==> src/rtl/pp_resp_pkg.sv <==
package pp_resp_pkg;
  typedef enum logic {PP_IDLE = 1'b0, PP_ACTIVE = 1'b1} pp_phase_e;
endpackage

==> src/rtl/pp_entry_det.sv <==
module pp_entry_det
  import pp_resp_pkg::*;
(
  input  logic clk_i,
  input  logic rst_ni,
  input  logic atn_i,
  input  logic eoi_i,
  output logic entry_o,
  output logic active_o
);
  logic      poll_now;
  pp_phase_e phase_q;

  assign poll_now = atn_i & eoi_i;

  always_ff @(posedge clk_i or negedge rst_ni) begin
    if (!rst_ni)       phase_q <= PP_IDLE;
    else if (poll_now) phase_q <= PP_ACTIVE;
    else               phase_q <= PP_IDLE;
  end

  // entry is seen before phase_q updates, so capture and activation share one edge
  assign entry_o  = poll_now & (phase_q == PP_IDLE);
  assign active_o = (phase_q == PP_ACTIVE);
endmodule

==> src/rtl/pp_capture.sv <==
module pp_capture #(
  parameter int SEL_W = 3
) (
  input  logic             clk_i,
  input  logic             rst_ni,
  input  logic             entry_i,
  input  logic             srq_pend_i,
  input  logic [SEL_W-1:0] line_sel_i,
  input  logic             sense_i,
  input  logic             status_i,
  output logic [SEL_W-1:0] sel_o,
  output logic             hit_o
);
  logic [SEL_W-1:0] sel_q;
  logic             hit_q;

  always_ff @(posedge clk_i or negedge rst_ni) begin
    if (!rst_ni) begin
      sel_q <= '0;
      hit_q <= 1'b0;
    end else if (entry_i) begin
      sel_q <= line_sel_i;
      hit_q <= srq_pend_i & (status_i == sense_i);
    end
  end

  assign sel_o = sel_q;
  assign hit_o = hit_q;
endmodule

==> src/rtl/pp_line_drv.sv <==
module pp_line_drv #(
  parameter int LINES = 8,
  parameter int SEL_W = $clog2(LINES)
) (
  input  logic             active_i,
  input  logic             hit_i,
  input  logic [SEL_W-1:0] sel_i,
  output logic [LINES-1:0] pull_o
);
  for (genvar g = 0; g < LINES; g++) begin : g_line
    assign pull_o[g] = active_i & hit_i & (sel_i == SEL_W'(g));
  end
endmodule

==> src/rtl/pp_responder.sv <==
module pp_responder #(
  parameter int LINES = 8,
  localparam int SEL_W = $clog2(LINES)
) (
  input  logic             clk_i,
  input  logic             rst_ni,
  input  logic             atn_i,
  input  logic             eoi_i,
  input  logic             srq_pend_i,
  input  logic [SEL_W-1:0] line_sel_i,
  input  logic             sense_i,
  input  logic             status_i,
  output logic [LINES-1:0] dio_pull_o
);
  logic             entry;
  logic             active;
  logic [SEL_W-1:0] sel_cap;
  logic             hit_cap;

  pp_entry_det u_det (
    .clk_i   (clk_i),
    .rst_ni  (rst_ni),
    .atn_i   (atn_i),
    .eoi_i   (eoi_i),
    .entry_o (entry),
    .active_o(active)
  );

  pp_capture #(.SEL_W(SEL_W)) u_cap (
    .clk_i     (clk_i),
    .rst_ni    (rst_ni),
    .entry_i   (entry),
    .srq_pend_i(srq_pend_i),
    .line_sel_i(line_sel_i),
    .sense_i   (sense_i),
    .status_i  (status_i),
    .sel_o     (sel_cap),
    .hit_o     (hit_cap)
  );

  pp_line_drv #(.LINES(LINES), .SEL_W(SEL_W)) u_drv (
    .active_i(active),
    .hit_i   (hit_cap),
    .sel_i   (sel_cap),
    .pull_o  (dio_pull_o)
  );
endmodule

==> config.mk <==
export PLATFORM = sky130hd
export DESIGN_NAME = pp_responder
export DESIGN_NICKNAME = d
export VERILOG_FILES = /design/src/rtl/pp_resp_pkg.sv /design/src/rtl/pp_entry_det.sv /design/src/rtl/pp_capture.sv /design/src/rtl/pp_line_drv.sv /design/src/rtl/pp_responder.sv
export SDC_FILE = /design/constraint.sdc
export NUM_CORES = 1
export LEC_CHECK = 0
export ABC_AREA = 1
export BUFFER_PORTS_ARGS = -buffer_cell sky130_fd_sc_hd__buf_2
export CORE_AREA = 2 2 39 41
export DETAILED_ROUTE_END_ITERATION = 8
export DIE_AREA = 0 0 41 43
export PLACE_DENSITY = 0.49
export REMOVE_ABC_BUFFERS = 1
export SYNTH_ARGS = -nofsm -noshare
export SYNTH_HDL_FRONTEND = slang
export SYNTH_SLANG_ARGS = --single-unit
==> constraint.sdc <==
create_clock -name clk_i -period 1.05 [get_ports clk_i]
set_input_delay 0.1575 -clock clk_i [delete_from_list [all_inputs] [get_ports clk_i]]
set_output_delay 0.1575 -clock clk_i [all_outputs]
set_load 0.01 [all_outputs]
Word level (Yosys, flattened, before mapping)
Index checks and enable logic that the tools add are counted.

cells by class
  reductions and logical operators = 1
  mux-type cells = 1
  bitwise operators = 13
  equality and inequality tests = 8

operators with widths
  kind                count
  $and 1x1->1         12
  $eq 3x3->1 const B  4
  $eq 3x2->1 const B  2
  $eq 3x1->1 const B  1
  $logic_not 3->1     1
  $eq 1x1->1          1
  $mux 1              1
  $not 1->1           1

word-level totals
  output and inout port bits = 8
  register bits = 5

Longest topological paths before layout
  word-level depth = 2
  depth in mapped cells = 5
  mapped depth without buffers = 5

Hierarchy
Synthesis repeated with hierarchy kept, for this count alone.

second synthesis, totals
  cells, all modules = 44
  area total of the unflattened synthesis = 282.8 um2

modules (own cells, without submodules)
  module        instances  cells an instance  area each (um2)  sequential area each (um2)
  pp_capture    1          23                 177.7            100.1
  pp_line_drv   1          17                 66.3             0.0
  pp_entry_det  1          4                  38.8             25.0

Worst setup path after synthesis
Ideal clock, no wire load.

  kind = register to output
  from = register u_cap.sel_q[2], in the netlist u_cap.sel_o[2]
  to = output dio_pull_o[0]
  slack = 0.147 ns
  required time = 0.892 ns
  arrival = 0.746 ns
  cell stages (with the launch flop) = 3
  cell sequence = dfrtp_1 nand3b_1 nor2_1

on the way
  word-level cells in the longest chain between the ends = 2

RTL lines
  item                    line                text
  from (decl)             pp_capture.sv:14    logic [SEL_W-1:0] sel_q;
  from (signal assigned)  pp_capture.sv:22    sel_q <= line_sel_i;
  $logic_not 3->1         pp_line_drv.sv:11   assign pull_o[g] = active_i & hit_i & (sel_i == SEL_W'(g));
  $and 1x1->1             pp_line_drv.sv:11
  to (decl)               pp_responder.sv:13  output logic [LINES-1:0] dio_pull_o

Every way passes these cells.

Worst setup path in the final report
  from = register u_cap.sel_q[2], in the netlist u_cap.sel_o[2]
  to = output dio_pull_o[3]

on the way
  word-level cells in the longest chain between the ends = 2

RTL lines
  item         line
  $eq 3x2->1   pp_line_drv.sv:11
  $and 1x1->1  pp_line_drv.sv:11

Every way passes these cells.

==> metrics.yaml <==
worst_setup_path:
  critPathMaxStageDelay_ns: 0.38
  crit_type: "flop to primary output"
  cp.arrival_ns: 1.08
  start_kind: "flop"
  crit_chain: "nand3b_1 > nor2_1 > buf_2"
  reg2reg_to: "u_cap.hit_o"
  setup.worst_path.end_class: "primary output"
  required_ns: 0.89
  slowest_stage: "dfrtp_1"
  worstReg2RegStart: "u_det.active_o"
  rr_worst_depth: 4
  reg2reg_slack_ns: 0.17
  crit_start: "u_cap.sel_o[2]"
  endpoint: "dio_pull_o[3]"
  critical_path_peak_fanout: 4
cts:
  cts_buffer_depth: 2
  h-tree-depth: 1
  cts_resized: 0
  clock_sink_count: 5
  cts_root_buf: "clkbuf_4"
  cts_tree: "built"
  cts-buffers-inserted: 3
  cts.clk_slew.worst_paths_ns: 0.04
  clock_latency_ns: 0.24
timing:
  rsz0062_at_grt: "yes"
  tightest_slew_ns: 0.172
  max_freq_mhz: 806
  hold_ws_ns: 0.122
  hold_viol: 0
  worst_slack_ns: -0.191
  skew_ns: 0.00122
  final.period_utilization_pct: 118
  fin_crit_ns: 1.24
  drv_slew: 0
  finalSetupViolations: 8
  slew_headroom_pct: 88.5
hold_path:
  hold_class: "input pin to flop"
grt:
  grt_pass1_wl_microns: 979
  grt_max_degree: 8
  overflow: 0
  first_global_vias: 268
  track_usage_pct: 9.09
  antenna_found_initial: 0
yosys:
  synth_top_area_share_pct: 45.2
  synthArstFlopShare_pct: 100
  synth.yosys.warnings: 0
  syn_area_per_cell_sq_um: 6.91
  yosysSeqAreaShare_pct: 45.2
  synth_cells: 40
  netlist_top_cells_area: "dfrtp_1 45%, nand2_1 16%, nor2_1 11%"
  synth-edff-count: 0
  synth_common_cells: "12 x nand2_1, 8 x nor2_1, 6 x inv_1"
  syn_area_sq_um: 277
  yosysUniqueCellTypes: 11
  ys.flop_type: "dfrtp_1"
  synth-seq-cells: 5
  synth_top_area_cell: "dfrtp_1"
  yosysMostFrequentCell: "nand2_1"
pwr:
  leakage_nw: 0.247
  power.total_uw: 546
  irDropWorstVdd_mv: 0.389
  powerDensity_mw_per_mm2: 1310
run:
  maxCapViolations: 0
routing:
  routed_wl_microns: 578
  postRouteAntennaNets: 0
  drt_iter0_markers: 4
  firstDrtPassIters: 4
  drc: 0
  via_count: 294
  post_drt_via_cell_ratio: 3.77
  wl_per_cell_microns: 7.41
finish:
  diodes: 0
  nFillCells: 160
  utilization_pct: 30.2
  drive_above_1_share_pct: 37.1
  nNetsFinal: 73
  areaGrowthSynthToFinish_pct: 51.1
floorplan:
  chipHeight_microns: 43
  die_w_microns: 41
  coreArea_sq_mm: 0.00138
  start_util_pct: 20.0
  die-area_sq_mm: 0.00176
  num_rows: 14
  ioPinCount: 18
outcome:
  violations: "setup timing"
  run_status: "finished with violations"
place:
  portBuffers: 17
  dpl.hpwl_microns: 488
  pre_cts_ws_ns: 0.0643
  gp_congestion: 0.628
layout make-up:
type                            count  area [sq um]  share of cell area (%)
Timing Repair Buffer               18          95.1                    22.8
Multi-Input combinational cell     28           125                    29.9
Clock buffer                        4          26.3                    6.29
Inverter                            7          26.3                    6.29
Sequential cell                     5           125                    29.9
Tap cell                           16          20.0                    4.79
registers in the layout (all words and copies together) (netlist names):
name / cells
u_cap.sel_o: 3
u_cap.hit_o: 1
u_det.active_o: 1
cell families after synthesis:
group	synth area share [%]
compound gates	5.43
buf+inv	9.50
flops	45.2
simple gates	39.8
worst min path at each step:
stage	start	end	slack, ns	cells after the start
4_1_cts	line_sel_i[2]	u_cap.sel_o[2]	0.12	3
3_5_place_dp	rst_ni	u_det.active_o	-0.03	1
5_1_grt	line_sel_i[2]	u_cap.sel_o[2]	0.15	3
2_1_floorplan	rst_ni	u_cap.hit_o	-0.14	0
6_report	line_sel_i[2]	u_cap.sel_o[2]	0.12	3
3_3_place_gp	rst_ni	u_det.active_o	-0.03	1
repair_timing:
| item | in CTS | in global routing |
|---|---|---|
| endpoints found under the hold margin | 5 | 0 |
| hold buffers | 1 | 0 |
| endpoints found under the setup margin | 8 | 8 |
| setup buffers | 0 | 0 |
power by group:
part | internal, mW | switching [mW]
combinational | 0.0396 | 0.0544
sequential | 0.219 | 0.0179
clock | 0.143 | 0.0716
total | 0.402 | 0.144
cell usage in the layout (no fill, tap or decap):
cell / Yosys / layout
nor2_1: 8 / 8
buf_2: 0 / 17
a21oi_1: 1 / 1
clkbuf_4: 0 / 3
clkbuf_1: 0 / 1
o21ai_0: 2 / 2
nand2_2: 1 / 1
nor2_4: 1 / 1
nand3b_1: 1 / 1
inv_2: 1 / 1
inv_1: 6 / 6
dfrtp_1: 5 / 5
dlygate4sd3_1: 0 / 1
nand2_1: 12 / 12
nand3_1: 2 / 2
worst max-delay path, delay by kind of cell (launching register included):
family / cells / cell delay (ns)
and+or+nand+nor: 2 / 0.33
DFF: 1 / 0.38
buffers and inverters: 1 / 0.13
per-layer routing:
metal	vias to the layer above	GRT usage, %	part of all wire [%]
met2	12	12.2	49
met4	0	12.0	0
met1	118	8.85	43
met3	0	3.14	7.3
met5	-	0	0
li1	164	-	-
stage by stage:
step                TNS [ns]  cells  area [sq um]
global route           -1.92     78           418
CTS                    -1.43     78           418
global placement           0     73           382
finish                 -1.32     78           418
detailed placement         0     73           382
floorplan                  0     40           277
(Power assumes the default switching activity.)
